===== config.mk =====
export PLATFORM = sky130hd
export DESIGN_NAME = card_attr_slave
export DESIGN_NICKNAME = d
export VERILOG_FILES = /design/src/rtl/card_attr_pkg.sv /design/src/rtl/card_attr_sync.sv /design/src/rtl/card_attr_cis_rom.sv /design/src/rtl/card_attr_cfg_bank.sv /design/src/rtl/card_attr_slave.sv
export SDC_FILE = /design/constraint.sdc
export NUM_CORES = 1
export LEC_CHECK = 0
export BUFFER_PORTS_ARGS = -buffer_cell sky130_fd_sc_hd__buf_2
export CORE_MARGIN = 2
export CORE_UTILIZATION = 50
export CTS_BUF_LIST = sky130_fd_sc_hd__clkbuf_8
export DETAILED_ROUTE_END_ITERATION = 10
export PLACE_DENSITY_LB_ADDON = 0.2
export RECOVER_POWER = 50
export SETUP_SLACK_MARGIN = 0.2
export SYNTH_ARGS = -nofsm -noshare
export SYNTH_HDL_FRONTEND = slang
export SYNTH_SLANG_ARGS = --single-unit

===== constraint.sdc =====
create_clock -name clk -period 2.65 [get_ports clk]
set_input_delay 0.53 -clock clk [delete_from_list [all_inputs] [get_ports clk]]
set_output_delay 0.53 -clock clk [all_outputs]
set_load 0.02 [all_outputs]

===== src/rtl/card_attr_pkg.sv =====
package card_attr_pkg;

    // Attribute address width is fixed by the bus: bit 9 is the region select.
    localparam int ATTR_AW = 10;
    localparam int BYTE_W  = 8;

    typedef enum logic [1:0] {
        ST_IDLE,
        ST_READ,
        ST_WRITE,
        ST_HOLD
    } attr_state_e;

    // Control bundle carried through the synchroniser.
    typedef struct packed {
        logic ide;
        logic sel_n;
        logic ev_n;
        logic od_n;
        logic rd_n;
        logic wr_n;
    } ctl_bus_t;

    // Inactive bus: strap clear, every active-low control high.
    localparam ctl_bus_t CTL_QUIET = 6'b011111;

endpackage


===== src/rtl/card_attr_sync.sv =====
module card_attr_sync #(
    parameter int             WIDTH   = 6,
    parameter int             STAGES  = 2,
    parameter logic [WIDTH-1:0] RST_VAL = '0
) (
    input  logic             clk,
    input  logic             rst_n,
    input  logic [WIDTH-1:0] d,
    output logic [WIDTH-1:0] q
);

    logic [WIDTH-1:0] chain [STAGES];

    always_ff @(posedge clk or negedge rst_n) begin
        if (!rst_n) chain[0] <= RST_VAL;
        else        chain[0] <= d;
    end

    for (genvar g = 1; g < STAGES; g++) begin : g_stage
        always_ff @(posedge clk or negedge rst_n) begin
            if (!rst_n) chain[g] <= RST_VAL;
            else        chain[g] <= chain[g-1];
        end
    end

    assign q = chain[STAGES-1];

endmodule


===== src/rtl/card_attr_cis_rom.sv =====
module card_attr_cis_rom #(
    parameter int                  DEPTH = 16,
    parameter logic [DEPTH*8-1:0]  INIT  = '1
) (
    input  logic [7:0] idx,
    output logic [7:0] data
);

    always_comb begin
        if (int'(idx) < DEPTH) data = INIT[int'(idx)*8 +: 8];
        else                   data = 8'hFF;
    end

endmodule


===== src/rtl/card_attr_cfg_bank.sv =====
module card_attr_cfg_bank #(
    parameter int NUM = 4
) (
    input  logic       clk,
    input  logic       rst_n,
    input  logic       wr_en,
    input  logic [7:0] idx,
    input  logic [7:0] wr_byte,
    output logic [7:0] rd_byte
);

    logic [7:0] regs [NUM];

    for (genvar g = 0; g < NUM; g++) begin : g_reg
        always_ff @(posedge clk or negedge rst_n) begin
            if (!rst_n)                              regs[g] <= 8'h00;
            else if (wr_en && (int'(idx) == g))      regs[g] <= wr_byte;
        end
    end

    always_comb begin
        rd_byte = 8'h00;
        for (int k = 0; k < NUM; k++) begin
            if (int'(idx) == k) rd_byte = regs[k];
        end
    end

endmodule


===== src/rtl/card_attr_slave.sv =====
module card_attr_slave
    import card_attr_pkg::*;
#(
    parameter int                       SYNC_STAGES = 2,
    parameter int                       CIS_DEPTH   = 16,
    parameter logic [CIS_DEPTH*8-1:0]   CIS_INIT    = 128'hFF_14_00_20_03_C0_01_1A_FF_04_02_41_03_01_00_01,
    parameter int                       NUM_CFG     = 4
) (
    input  logic               clk,
    input  logic               rst_n,
    input  logic               ide_strap,
    input  logic               space_sel_n,
    input  logic               en_even_n,
    input  logic               en_odd_n,
    input  logic               rd_strobe_n,
    input  logic               wr_strobe_n,
    input  logic [ATTR_AW-1:0] addr,
    input  logic [BYTE_W-1:0]  wr_data,
    output logic [15:0]        rd_data,
    output logic               lane_lo_oe,
    output logic               lane_hi_oe
);

    localparam int CTL_W = $bits(ctl_bus_t);

    // ---------------- synchronised controls ----------------
    ctl_bus_t ctl_raw, ctl_s;
    logic [CTL_W-1:0] ctl_s_vec;

    assign ctl_raw = '{ide:   ide_strap,
                       sel_n: space_sel_n,
                       ev_n:  en_even_n,
                       od_n:  en_odd_n,
                       rd_n:  rd_strobe_n,
                       wr_n:  wr_strobe_n};

    card_attr_sync #(
        .WIDTH   (CTL_W),
        .STAGES  (SYNC_STAGES),
        .RST_VAL (CTL_QUIET)
    ) u_sync (
        .clk   (clk),
        .rst_n (rst_n),
        .d     (ctl_raw),
        .q     (ctl_s_vec)
    );

    assign ctl_s = ctl_bus_t'(ctl_s_vec);

    logic ide_s, sel_n_s, ev_n_s, od_n_s, rd_n_s, wr_n_s;
    assign ide_s   = ctl_s.ide;
    assign sel_n_s = ctl_s.sel_n;
    assign ev_n_s  = ctl_s.ev_n;
    assign od_n_s  = ctl_s.od_n;
    assign rd_n_s  = ctl_s.rd_n;
    assign wr_n_s  = ctl_s.wr_n;

    logic any_en, req_rd, req_wr, released;
    assign any_en   = !(ev_n_s && od_n_s);
    assign req_rd   = !ide_s && !sel_n_s && any_en && !rd_n_s &&  wr_n_s;
    assign req_wr   = !ide_s && !sel_n_s && any_en &&  rd_n_s && !wr_n_s;
    assign released = !any_en || sel_n_s || (rd_n_s && wr_n_s);

    // ---------------- state and cycle context ----------------
    attr_state_e        state_q, state_d;
    logic [ATTR_AW-1:0] lat_addr_q;
    logic               lat_ev_q, lat_od_q;
    logic [BYTE_W-1:0]  wbuf_q;
    logic               cfg_wr;

    always_ff @(posedge clk or negedge rst_n) begin
        if (!rst_n) begin
            state_q    <= ST_IDLE;
            lat_addr_q <= '0;
            lat_ev_q   <= 1'b0;
            lat_od_q   <= 1'b0;
            wbuf_q     <= '0;
        end else begin
            state_q <= state_d;
            if (state_q == ST_IDLE && (req_rd || req_wr)) begin
                lat_addr_q <= addr;
                lat_ev_q   <= !ev_n_s;
                lat_od_q   <= !od_n_s;
            end
            if ((state_q == ST_IDLE && req_wr) || (state_q == ST_WRITE && !wr_n_s))
                wbuf_q <= wr_data;
        end
    end

    always_comb begin
        state_d = state_q;
        unique case (state_q)
            ST_IDLE: begin
                if (req_rd)      state_d = ST_READ;
                else if (req_wr) state_d = ST_WRITE;
            end
            ST_READ: begin
                if (ide_s || released) state_d = ST_IDLE;
                else if (!wr_n_s)      state_d = ST_HOLD;
            end
            ST_WRITE: begin
                if (ide_s || sel_n_s || !any_en) state_d = ST_IDLE;
                else if (wr_n_s && rd_n_s)       state_d = ST_IDLE;
                else if (!rd_n_s)                state_d = ST_HOLD;
            end
            ST_HOLD: begin
                if (ide_s || released) state_d = ST_IDLE;
            end
            default: state_d = ST_IDLE;
        endcase
    end

    // Commit on the synchronised rising write strobe of a live write cycle.
    assign cfg_wr = (state_q == ST_WRITE) && !ide_s && !sel_n_s && any_en &&
                    wr_n_s && rd_n_s && lat_ev_q &&
                    lat_addr_q[9] && !lat_addr_q[0];

    // ---------------- storage ----------------
    logic [7:0] cis_byte, cfg_byte;

    card_attr_cis_rom #(
        .DEPTH (CIS_DEPTH),
        .INIT  (CIS_INIT)
    ) u_cis (
        .idx  (lat_addr_q[8:1]),
        .data (cis_byte)
    );

    card_attr_cfg_bank #(
        .NUM (NUM_CFG)
    ) u_cfg (
        .clk     (clk),
        .rst_n   (rst_n),
        .wr_en   (cfg_wr),
        .idx     (lat_addr_q[8:1]),
        .wr_byte (wbuf_q),
        .rd_byte (cfg_byte)
    );

    // ---------------- outputs ----------------
    logic [7:0] rd_byte;

    always_comb begin
        if (lat_addr_q[0])      rd_byte = 8'hFF;
        else if (lat_addr_q[9]) rd_byte = cfg_byte;
        else                    rd_byte = cis_byte;

        lane_lo_oe = (state_q == ST_READ) && lat_ev_q;
        lane_hi_oe = (state_q == ST_READ) && lat_od_q;
        rd_data    = (state_q == ST_READ) ? {8'hFF, rd_byte} : 16'h0000;
    end

endmodule


## Yosys cells after proc, flatten, opt, wreduce, memory -nomap -nowiden

Index checks and enable logic that the tools add are counted.

- Register bits: 66
- Logic and storage cells: 83
- Input bits: 26

- Shifts and indexed selects: 1
- Reduce and logical (&&, ||, !) cells: 43
- Mux-type cells: 17
- Magnitude comparators: 1
- Equality and inequality tests: 10

Operator list:

| operator | number |
|---|---|
| $shiftx A128 B12 Y8 const A | 1 |
| $mux W8 | 7 |
| $logic_and A1 B1 Y1 | 25 |
| $eq A8 B3 Y1 const B | 2 |
| $mux W16 | 1 |
| $mux W2 | 8 |
| $eq A8 B2 Y1 const B | 1 |
| $logic_not A1 Y1 | 8 |
| $logic_not A8 Y1 | 1 |
| $lt A8 B5 Y1 const B | 1 |
| $pmux W2 S4 | 1 |
| $logic_or A1 B1 Y1 | 7 |
| $ne A3 B3 Y1 const B | 2 |
| $eq A2 B2 Y1 const B | 2 |
| $ne A4 B4 Y1 const B | 1 |
| $reduce_and A4 Y1 | 1 |
| $eq A2 B1 Y1 const B | 1 |
| $logic_not A2 Y1 | 1 |
| $ne A2 B2 Y1 const B | 1 |

## Logic depth before layout (Yosys ltp)

Gate-level depths: netlist of the first run.

- Word-level depth: 10
- Mapped depth: 6

## By module

From an unflattened synthesis of the first run, not the netlist that was laid out.

- Cell total of the unflattened synthesis: 237
- Area total of the unflattened synthesis: 3266.9 sq um

By module, submodules not included:

| module | area an instance (sq um) | cells each | instances | sequential area each (sq um) |
|---|---|---|---|---|
| card_attr_cfg_bank | 1542.7 | 91 | 1 | 800.8 |
| card_attr_slave | 1171.1 | 98 | 1 | 550.5 |
| card_attr_sync | 357.8 | 18 | 1 | 312.8 |
| card_attr_cis_rom | 195.2 | 30 | 1 | 0.0 |

## Least setup slack after synthesis of the first run

Ideal clock, no wire load.

- Path type: register to output
- Start point: reg state_q[0]
- End point: out rd_data[0]
- Data required time: 2120 ps
- Buffers on the path: 0
- Data arrival time: 2014 ps
- Cell stages (with the launch flop): 4
- Slack: 106 ps
- Cells stage by stage: dfrtp_1 -> nor2b_1 -> nand4_1 -> o21ai_0

- Cells in the longest elaborated chain, start to end: 2

RTL lines:

| what | RTL line | source |
|---|---|---|
| start, declared | card_attr_slave.sv:65 | `attr_state_e state_q, state_d;` |
| start signal, assigned | card_attr_slave.sv:79 | `state_q <= state_d;` |
| $eq A2 B1 Y1 | card_attr_slave.sv:150 | `rd_data = (state_q == ST_READ) ? {8'hFF, rd_byte} : 16'h0000;` |
| $mux W16 | card_attr_slave.sv:150 |  |
| end, declared | card_attr_slave.sv:19 | `output logic [15:0] rd_data,` |

No other way between the ends.

## Worst setup path in the final report of the first run

- Start point: reg lat_addr_q[2]
- End point: out rd_data[6]

- Cells in the longest elaborated chain, start to end: 8

RTL lines:

| what | RTL line | source |
|---|---|---|
| start, declared | card_attr_slave.sv:66 | `logic [ATTR_AW-1:0] lat_addr_q;` |
| start signal, assigned | card_attr_slave.sv:81 | `lat_addr_q <= addr;` |
| parallel branches: the longest is 5 deep, another holds $shiftx A128 B12 Y8 | n/a |  |
| $mux W8 * | card_attr_slave.sv:145 | `else if (lat_addr_q[9]) rd_byte = cfg_byte;` |
| $mux W8 * | card_attr_slave.sv:144 | `if (lat_addr_q[0]) rd_byte = 8'hFF;` |
| $mux W16 * | card_attr_slave.sv:150 |  |

Every way passes the cells marked *.

==> results of run 1 <==
==> path summary, 6_finish.rpt <==
check                             endpoint  slack [ps]  depth (start not counted)
min in group asynchronous    lat_addr_q[8]         400                          1
min reg2reg                    u_sync.q[5]         350                          0
max in group asynchronous   u_cfg.regs[24]         570                          2
min                        u_sync.chain[7]         280                          1
max                             rd_data[6]         260                          6
max reg2reg                  u_cfg.regs[5]         310                          4
==> cells in the final DEF, fill, tap and decap left out, drive strengths merged, types with 3 or more instances in the layout <==
cell	netlist	layout
o21ai	40	40
a21oi	6	6
mux2i	10	10
buf	8	63
o21bai	3	3
nand2	9	9
nor4	5	5
dfstp	10	10
clkbuf	9	13
mux2	45	45
dfrtp	56	56
o2bb2ai	3	3
inv	7	9
nand2b	3	3
nor2	3	3
==> area by class of cell <==
| class | count | area [sq um] |
|---|---|---|
| fillers | 449 | 2030 |
| inverters | 7 | 26.3 |
| clock inverters | 7 | 76.3 |
| well taps | 75 | 93.8 |
| flip-flops and latches | 66 | 1670 |
| repair buffers | 67 | 462 |
| clock buffers | 9 | 124 |
| multi-input cells | 153 | 1400 |
==> sequential cells by signal, indices dropped and copies added, names as in the netlist <==
register      flops
u_sync.chain      6
state_q           2
u_sync.q          6
u_cfg.regs       32
lat_addr_q       10
wbuf_q            8
lat_od_q          1
lat_ev_q          1
==> logic make-up (layout without fill, tap and decap cells) <==
logic type,after synthesis,after routing,synth area share [%]
flops,66,66,55.1
compound gates,60,60,11.3
mux,55,55,20.1
simple gates,36,36,9.07
buf+inv,24,90,3.89
xor+xnor,2,2,0.580
==> Yosys cell counts (all sizes together) (2+ instances only) <==
cell / number
a211oi: 2
a21boi: 2
a21oi: 6
and2: 2
buf: 8
clkbuf: 9
dfrtp: 56
dfstp: 10
inv: 7
mux2: 45
mux2i: 10
nand2: 9
nand2b: 3
nand4: 2
nor2: 3
nor3: 2
nor3b: 2
nor4: 5
o21ai: 40
o21bai: 3
o2bb2ai: 3
or3b: 2
==> where the power goes <==
group / switching (mW) / internal (mW)
logic: 0.306 / 0.259
registers: 0.112 / 1.11
clock network: 0.426 / 0.440
total: 0.843 / 1.81
==> layer usage <==
layer	vias up	wire, um	global-route usage (%)
met5	-	0	0
met4	0	139	11.0
met3	12	338	5.71
met2	52	3220	31.8
met1	1046	3050	28.7
li1	1005	-	-
==> through the flow <==
| step | std cells | worst slack [ps] | utilization (%) | area, sq um |
|---|---|---|---|---|
| 6_report | 384 | 257 | 65.4 | 3850 |
| 5_1_grt | 384 | 167 | 65.4 | 3850 |
| 4_1_cts | 380 | 180 | 61.6 | 3620 |
| 3_5_place_dp | 360 | 322 | 57.1 | 3360 |
| 3_3_place_gp | 360 | 369 | 57.1 | 3360 |
| 2_1_floorplan | 243 | 155 | - | 3020 |
==> what timing repair did <==
item	in CTS	in global routing
setup endpoints to repair	8	8
endpoints found under the hold margin	0	0
setup buffers	4	4
gates resized for setup	17	50
pin swaps	2	6
==> flow_summary.json, run 1 <==
{
  "synth_ff_type": "dfrtp_1",
  "fin_crit_sh_pct": 90.3,
  "cts_hold_buf": 0,
  "area_growth_pct": 27.5,
  "rsz0062_at_grt": "yes",
  "antennaDiodeCount": 0,
  "globalplace.congestion": 0.841,
  "yosys_warnings": 0,
  "timing.rr.start": "u_sync.q[2]",
  "cpPeakStageDelay_ps": 540,
  "vias": 2115,
  "detail-route-antenna-nets": 0,
  "worstMarginPinSlew_ps": 1210,
  "synth.distinct_cells": 39,
  "worst-path-buf-inv": 2,
  "status": "finished clean",
  "ys_seq_elements": 66,
  "synth_top_area_cell": "dfrtp_1",
  "rows": 28,
  "numCtsBuffers": 9,
  "min-delay-start": "rd_strobe_n",
  "arrival_ps": 1860,
  "min_period_ps": 2390,
  "clock_latency_ps": 350,
  "core_sq_mm": 0.00589,
  "syn-mean-instance-area_sq_um": 12.4,
  "grt_pass1_vias": 2141,
  "start_util_pct": 51.3,
  "powerDensity_mw_per_mm2": 690,
  "synthTopCellsByArea": "dfrtp_1, mux2_2, dfstp_2, o21ai_0, mux2i_1",
  "numPortBuffers": 43,
  "post_drt_wl_per_cell_um": 17.6,
  "maxSlewViolCount": 0,
  "worst-setup-path-type": "reg2out",
  "worstPathRequired_ps": 2120,
  "p_leak_nw": 1.74,
  "die_x_um": 81.7,
  "fin_setup_tns_ps": 0,
  "hpwl_mm": 4.34,
  "syn_area_sq_mm": 0.00302,
  "fin_nets": 330,
  "grt_pass1_wl_mm": 10.4,
  "postSynth.asyncResetShare_pct": 100,
  "crit_path_start_kind": "flip-flop",
  "worstPathCellList": "buf_12 > nand2_1 > a21boi_2 > o31ai_2 > o21ai_2 > buf_4",
  "die_h_um": 81.7,
  "seq_area_frac_synth_pct": 55.1,
  "dr.pass1.iters": 4,
  "cp_max_fo": 7,
  "power_mw": 2.66,
  "clk_path_buf_depth": 2,
  "die_area_sq_mm": 0.00668,
  "synth_top_area_share_pct": 46.4,
  "synth_edf_count": 0,
  "cts_max_level": 3,
  "cts_sinks": 66,
  "path_delay_family": "flip-flops",
  "cp-end-kind": "output pin",
  "drc": 0,
  "io_pins": 44,
  "grt_max_degree": 25,
  "vias_per_cell": 5.51,
  "maxCapViolCount": 0,
  "syn_inst": 243,
  "drive_gt1_share_pct": 54.4,
  "overflow": 0,
  "fin_hold_ws_ps": 276,
  "cp-startpoint": "lat_addr_q[2]",
  "crit_slowest_cell": "dfrtp_4",
  "max_freq_mhz": 418,
  "hold_viol_final": 0,
  "cts_root_buf": "clkbuf_8",
  "setup-violations-final": 0,
  "hold_path_class": "in2reg",
  "skew_ps": 11.1,
  "wirelength_mm": 6.75,
  "antenna_found_initial": 0,
  "dr.first_iter.drc_count": 127,
  "grt_usage_pct": 21.4,
  "cts_tree": "done",
  "cts.clk_slew.worst_paths_ps": 80,
  "syn_nets": 269,
  "relSlewSlack_pct": 19.5,
  "ir_worst_vdd_v": 0.000426
}
Note: power is estimated with default switching activity, not from simulation.
==> run 2: changes to the inputs <==
- CORE_MARGIN: 2 -> 4
- MAX_ROUTING_LAYER: default -> met4
==> run 2 against run 1 <==
Net effect:
- global-route usage down 2.5 points
- register-to-register slack better by 50 ps
- clock skew down 2.7 ps
- sequential power is essentially flat
- sequential share of layout area increased by 0.71 points
- total power fell by 6.1%
- first-iteration DRC count fell by 4.7%
- via count down 1.4%
- critical path type unchanged
- die area grew 10%
- clock-buffer cell count increased by 2
- combinational power is 13% lower
- hold slack improved by 12 ps
- highest routed layer unchanged
- the flow now finishes with violations (max-capacitance violations, max-slew violations)
==> flow_summary.json, run 2 (synthesis gave the netlist of run 1 again) <==
{
  "globalplace.congestion": 0.821,
  "crit_slowest_cell": "or3b_2",
  "die_h_um": 85.7,
  "regArea_sq_mm": 0.00167,
  "vias_per_cell": 5.52,
  "grt_pass1_vias": 2010,
  "powerDensity_mw_per_mm2": 659,
  "maxCapViolCount": 1,
  "vias": 2085,
  "rsz0062_at_grt": "yes",
  "dp_slack_ps": 358,
  "cpPeakStageDelay_ps": 490,
  "maxSlewViolCount": 34,
  "use_met1_pct": 26.3,
  "antenna_found_initial": 0,
  "multi_input_comb_area_sq_mm": 0.00139,
  "utilization_pct": 64.3,
  "drive_gt1_share_pct": 52.8,
  "grt_pass1_wl_mm": 10.3,
  "cts_tree": "done",
  "fin_nets": 324,
  "io_pins": 44,
  "antennaDiodeCount": 0,
  "clock_latency_ps": 340,
  "max_freq_mhz": 415,
  "rows": 28,
  "cp-end-kind": "output pin",
  "cp-startpoint": "lat_addr_q[3]",
  "clk_path_buf_depth": 2,
  "cts_sinks": 66,
  "relSlewSlack_pct": -20.3,
  "dr.first_iter.drc_count": 121,
  "die_x_um": 85.7,
  "min_period_ps": 2410,
  "die_area_sq_mm": 0.00735,
  "cts_root_buf": "clkbuf_8",
  "ir_worst_vdd_v": 0.000387,
  "cp_max_fo": 8,
  "overflow": 0,
  "fillCellCount": 469,
  "mostFrequentLayoutCell": "dfrtp_1",
  "dr.pass1.iters": 4,
  "largest_register_ff_count": 32,
  "arrival_ps": 1880,
  "hold_path_class": "in2reg",
  "path_delay_family": "simple AND/OR/NAND/NOR gates",
  "fin_crit_sh_pct": 90.9,
  "use_met2_pct": 25.8,
  "timing.rr.start": "u_sync.q[2]",
  "top_regs": "u_cfg.regs x32, lat_addr_q x10, wbuf_q x8",
  "regMostFlops": "u_cfg.regs",
  "fin_setup_tns_ps": 0,
  "most-common-layout-cells": "dfrtp_1, mux2_2, buf_2",
  "hpwl_mm": 4.20,
  "worstMarginPinSlew_ps": 1800,
  "grt_usage_pct": 18.8,
  "violations": "max-capacitance violations, max-slew violations",
  "area_growth_pct": 25.3,
  "setup-violations-final": 0,
  "regToRegSetupSlack_ps": 360,
  "detail-route-antenna-nets": 0,
  "numCtsBuffers": 9,
  "status": "finished with violations",
  "top_usage_layer": "met1",
  "hold_viol_final": 0,
  "cts_hold_buf": 0,
  "cts_max_level": 3,
  "start_util_pct": 51.3,
  "worstPathRequired_ps": 2120,
  "core_sq_mm": 0.00589,
  "grt_max_degree": 35,
  "numPortBuffers": 43,
  "post_drt_wl_per_cell_um": 16.2,
  "worst-setup-path-type": "reg2out",
  "worst-path-buf-inv": 1,
  "use_met3_pct": 5.57,
  "drc": 0,
  "crit_path_start_kind": "flip-flop",
  "wirelength_mm": 6.11,
  "layout_setup_ws_ps": 240,
  "min-delay-start": "wr_strobe_n",
  "worstPathCellList": "or3b_2 > a211oi_1 > o21ai_1 > o21ai_2 > buf_4",
  "fin_hold_ws_ps": 288,
  "skew_ps": 8.48,
  "cts.clk_slew.worst_paths_ps": 70,
  "p_leak_nw": 1.71
}
==> run 2: final timing paths <==
kind | to | cells after the start
worst max-delay path | rd_data[7] | 5
worst min-delay path | u_sync.chain[6] | 1
worst max register to register | u_cfg.regs[27] | 5
worst min register to register | u_sync.q[5] | 0
max in group asynchronous | u_sync.q[5] | 1
min in group asynchronous | lat_ev_q | 1
==> run 2: metrics by stage <==
stage | instances | power [mW] | area [sq um]
floorplan | 243 | 1.50 | 3020
global placement | 360 | 1.65 | 3390
detailed placement | 360 | 1.66 | 3390
CTS | 376 | 2.44 | 3600
global route | 378 | 2.63 | 3780
finish | 378 | 2.49 | 3780
==> run 2: cell type report <==
type	instances	share of cell area, %
clock buffers	11	4.00
clock inverters	5	0.794
inverters	7	0.694
multi-input cells	153	36.7
flip-flops and latches	66	44.1
well taps	75	2.48
repair buffers	61	11.2
==> run 2: worst reg2reg max path: cells and delay by family (launching register included) <==
| family | cells | cell delay (ps) |
|---|---|---|
| and+or+nand+nor | 2 | 880 |
| DFF | 1 | 380 |
| muxes | 1 | 370 |
| AOI/OAI and AO/OA | 1 | 340 |
| buffers and inverters | 1 | 220 |
==> run 2: per-layer routing <==
| metal | up-vias | wire length, um |
|---|---|---|
| met5 | - | 0 |
| met4 | 0 | 82 |
| met3 | 9 | 265 |
| met2 | 44 | 2810 |
| met1 | 1041 | 2950 |
| li1 | 991 | - |
==> run 2: report_power, final <==
| part | switching (mW) | total (mW) | leakage, nW | internal (mW) |
|---|---|---|---|---|
| registers | 0.132 | 1.24 | 0.838 | 1.11 |
| clock network | 0.371 | 0.757 | 0.0965 | 0.385 |
| logic | 0.272 | 0.493 | 0.775 | 0.221 |
==> run 2: what timing repair did <==
action                                  CTS  global route
setup buffers                             0             2
resized for setup                        12            53
endpoints found under the setup margin    8             8
pin swaps                                 0             6
==> run 3: changes to the inputs <==
- GPL_ROUTABILITY_DRIVEN: default -> 0
- MAX_ROUTING_LAYER: met4 -> default
==> run 3 against run 2 <==
Net effect:
- the run still ends with max-capacitance violations, max-slew violations left
- final area about the same
- critical path type unchanged
- sequential share of layout area about the same
- worst setup slack improved by 5.9 ps
- first-iteration DRC count increased by 8.3%
- via count about the same
- largest cell class unchanged
- die area unchanged
- total power decreased by 0.20%
- non-clock buffer count unchanged
- flip-flop and latch count unchanged
- routed wire length decreased by 0.49%
==> flow_summary.json, run 3 (synthesis gave the netlist of run 1 again) <==
{
  "utilization_pct": 64.3,
  "violations": "max-capacitance violations, max-slew violations",
  "max_freq_mhz": 416,
  "hpwl_mm": 4.20,
  "most-common-layout-cells": "dfrtp_1, mux2_2, buf_2",
  "cts_tree": "done",
  "start_util_pct": 51.3,
  "stdcell_area_sq_mm": 0.00379,
  "worstPathCellList": "buf_4 > or3_1 > a21boi_2 > o31ai_4 > o21ai_4 > buf_6",
  "die_area_sq_mm": 0.00735,
  "worst-setup-path-type": "reg2out",
  "power.switching_uw": 770,
  "grt_pass1_wl_mm": 10.3,
  "crit_slowest_cell": "dfrtp_2",
  "cts_hold_buf": 0,
  "worst-path-buf-inv": 2,
  "layout_setup_ws_ps": 246,
  "io_pins": 44,
  "grt_usage_pct": 18.3,
  "worstPathRequired_ps": 2120,
  "regMostFlops": "u_cfg.regs",
  "regToRegSetupSlack_ps": 360,
  "fin_hold_ws_ps": 291,
  "power_frac_comb_pct": 19.7,
  "path_delay_family": "flip-flops",
  "cts_sinks": 66,
  "mostFrequentLayoutCell": "dfrtp_1",
  "crit_path_start_kind": "flip-flop",
  "dp_slack_ps": 358,
  "setup-violations-final": 0,
  "vias": 2087,
  "rows": 28,
  "p_seq_share_pct": 50.0,
  "arrival_ps": 1870,
  "cts_root_buf": "clkbuf_8",
  "power_mw": 2.49,
  "cp-end-kind": "output pin",
  "worstMarginPinSlew_ps": 1810,
  "internal-power_mw": 1.72,
  "skew_ps": 10.2,
  "cpPeakStageDelay_ps": 460,
  "largest_register_ff_count": 32,
  "core_sq_mm": 0.00589,
  "fin_setup_tns_ps": 0,
  "status": "finished with violations",
  "hold_path_class": "in2reg",
  "top_regs": "u_cfg.regs x32, lat_addr_q x10, wbuf_q x8",
  "detail-route-antenna-nets": 0,
  "cts_max_level": 3,
  "numPortBuffers": 43,
  "numCtsBuffers": 9,
  "cts.clk_slew.worst_paths_ps": 70,
  "antennaDiodeCount": 0,
  "min_period_ps": 2400,
  "clock_latency_ps": 330,
  "hold_viol_final": 0,
  "p_leak_nw": 1.71,
  "maxSlewViolCount": 34,
  "maxCapViolCount": 1,
  "die_h_um": 85.7,
  "clk_path_buf_depth": 2,
  "dp.cells": 360,
  "holdPathStages": 1,
  "area_growth_pct": 25.4,
  "post_drt_wl_per_cell_um": 16.1,
  "powerDensity_mw_per_mm2": 657,
  "fillCellCount": 467,
  "fin_nets": 324,
  "swShare_pct": 30.9,
  "dr.first_iter.drc_count": 131,
  "dr.pass1.iters": 4,
  "relSlewSlack_pct": -20.7,
  "fin_crit_sh_pct": 90.7,
  "antenna_found_initial": 0,
  "ir_worst_vdd_v": 0.000384,
  "placed_area_sq_mm": 0.00339,
  "power_frac_clock_pct": 30.2,
  "grt_pass1_vias": 2002,
  "worstRegToRegCells": 5,
  "overflow": 0,
  "drive_gt1_share_pct": 52.8,
  "rsz0062_at_grt": "yes",
  "cp_max_fo": 9,
  "vias_per_cell": 5.52,
  "fin_cells": 378,
  "wirelength_mm": 6.08,
  "die_x_um": 85.7,
  "worst-path-stages": 6,
  "grt_max_degree": 35,
  "drc": 0
}
## run 3: cell counts in the layout (fill, tap and decap cells not counted)
No cell type changed its count.
## run 3: final cells by class
type | count | area (sq um) | area share, %
Tap cell | 75 | 93.8 | 2.48
Clock inverter | 5 | 30.0 | 0.793
Sequential cell | 66 | 1670 | 44.1
Clock buffer | 11 | 151 | 4.00
Multi-Input combinational cell | 153 | 1390 | 36.6
Inverter | 7 | 26.3 | 0.694
Timing Repair Buffer | 61 | 428 | 11.3
## run 3: worst paths after layout
check,end,start
max in group asynchronous,u_cfg.regs[4],rst_n
worst max-delay path,rd_data[6],lat_addr_q[2]
worst min-delay path,u_sync.chain[6],wr_strobe_n
min in group asynchronous,lat_ev_q,rst_n
worst min register to register,u_sync.q[5],u_sync.chain[11]
worst max register to register,u_cfg.regs[27],u_sync.q[2]
## run 3: power by group through the flow
stage	Sequential [mW]	Clock (mW)	Combinational, mW
global placement	1.25	0	0.408
finish	1.24	0.753	0.491
global route	1.26	0.833	0.536
floorplan	1.18	0	0.319
detailed placement	1.25	0	0.416
CTS	1.24	0.776	0.428
## run 3: layer usage
layer  wire, um  track usage (%)  up-vias  part of all wire [%]
met1       2890             26.4     1043                    48
met4         96             7.48        0                   1.6
met3        263             5.67        9                   4.3
met5          0                0        -                     0
li1           -                -      989                     -
met2       2830             25.7       46                    47
## run 3: timing repair
| item | CTS | global route |
|---|---|---|
| setup endpoints to repair | 8 | 8 |
| setup buffers | 0 | 2 |
| pin swaps | 0 | 6 |
| cloned | 0 | 0 |
| resized for setup | 12 | 54 |
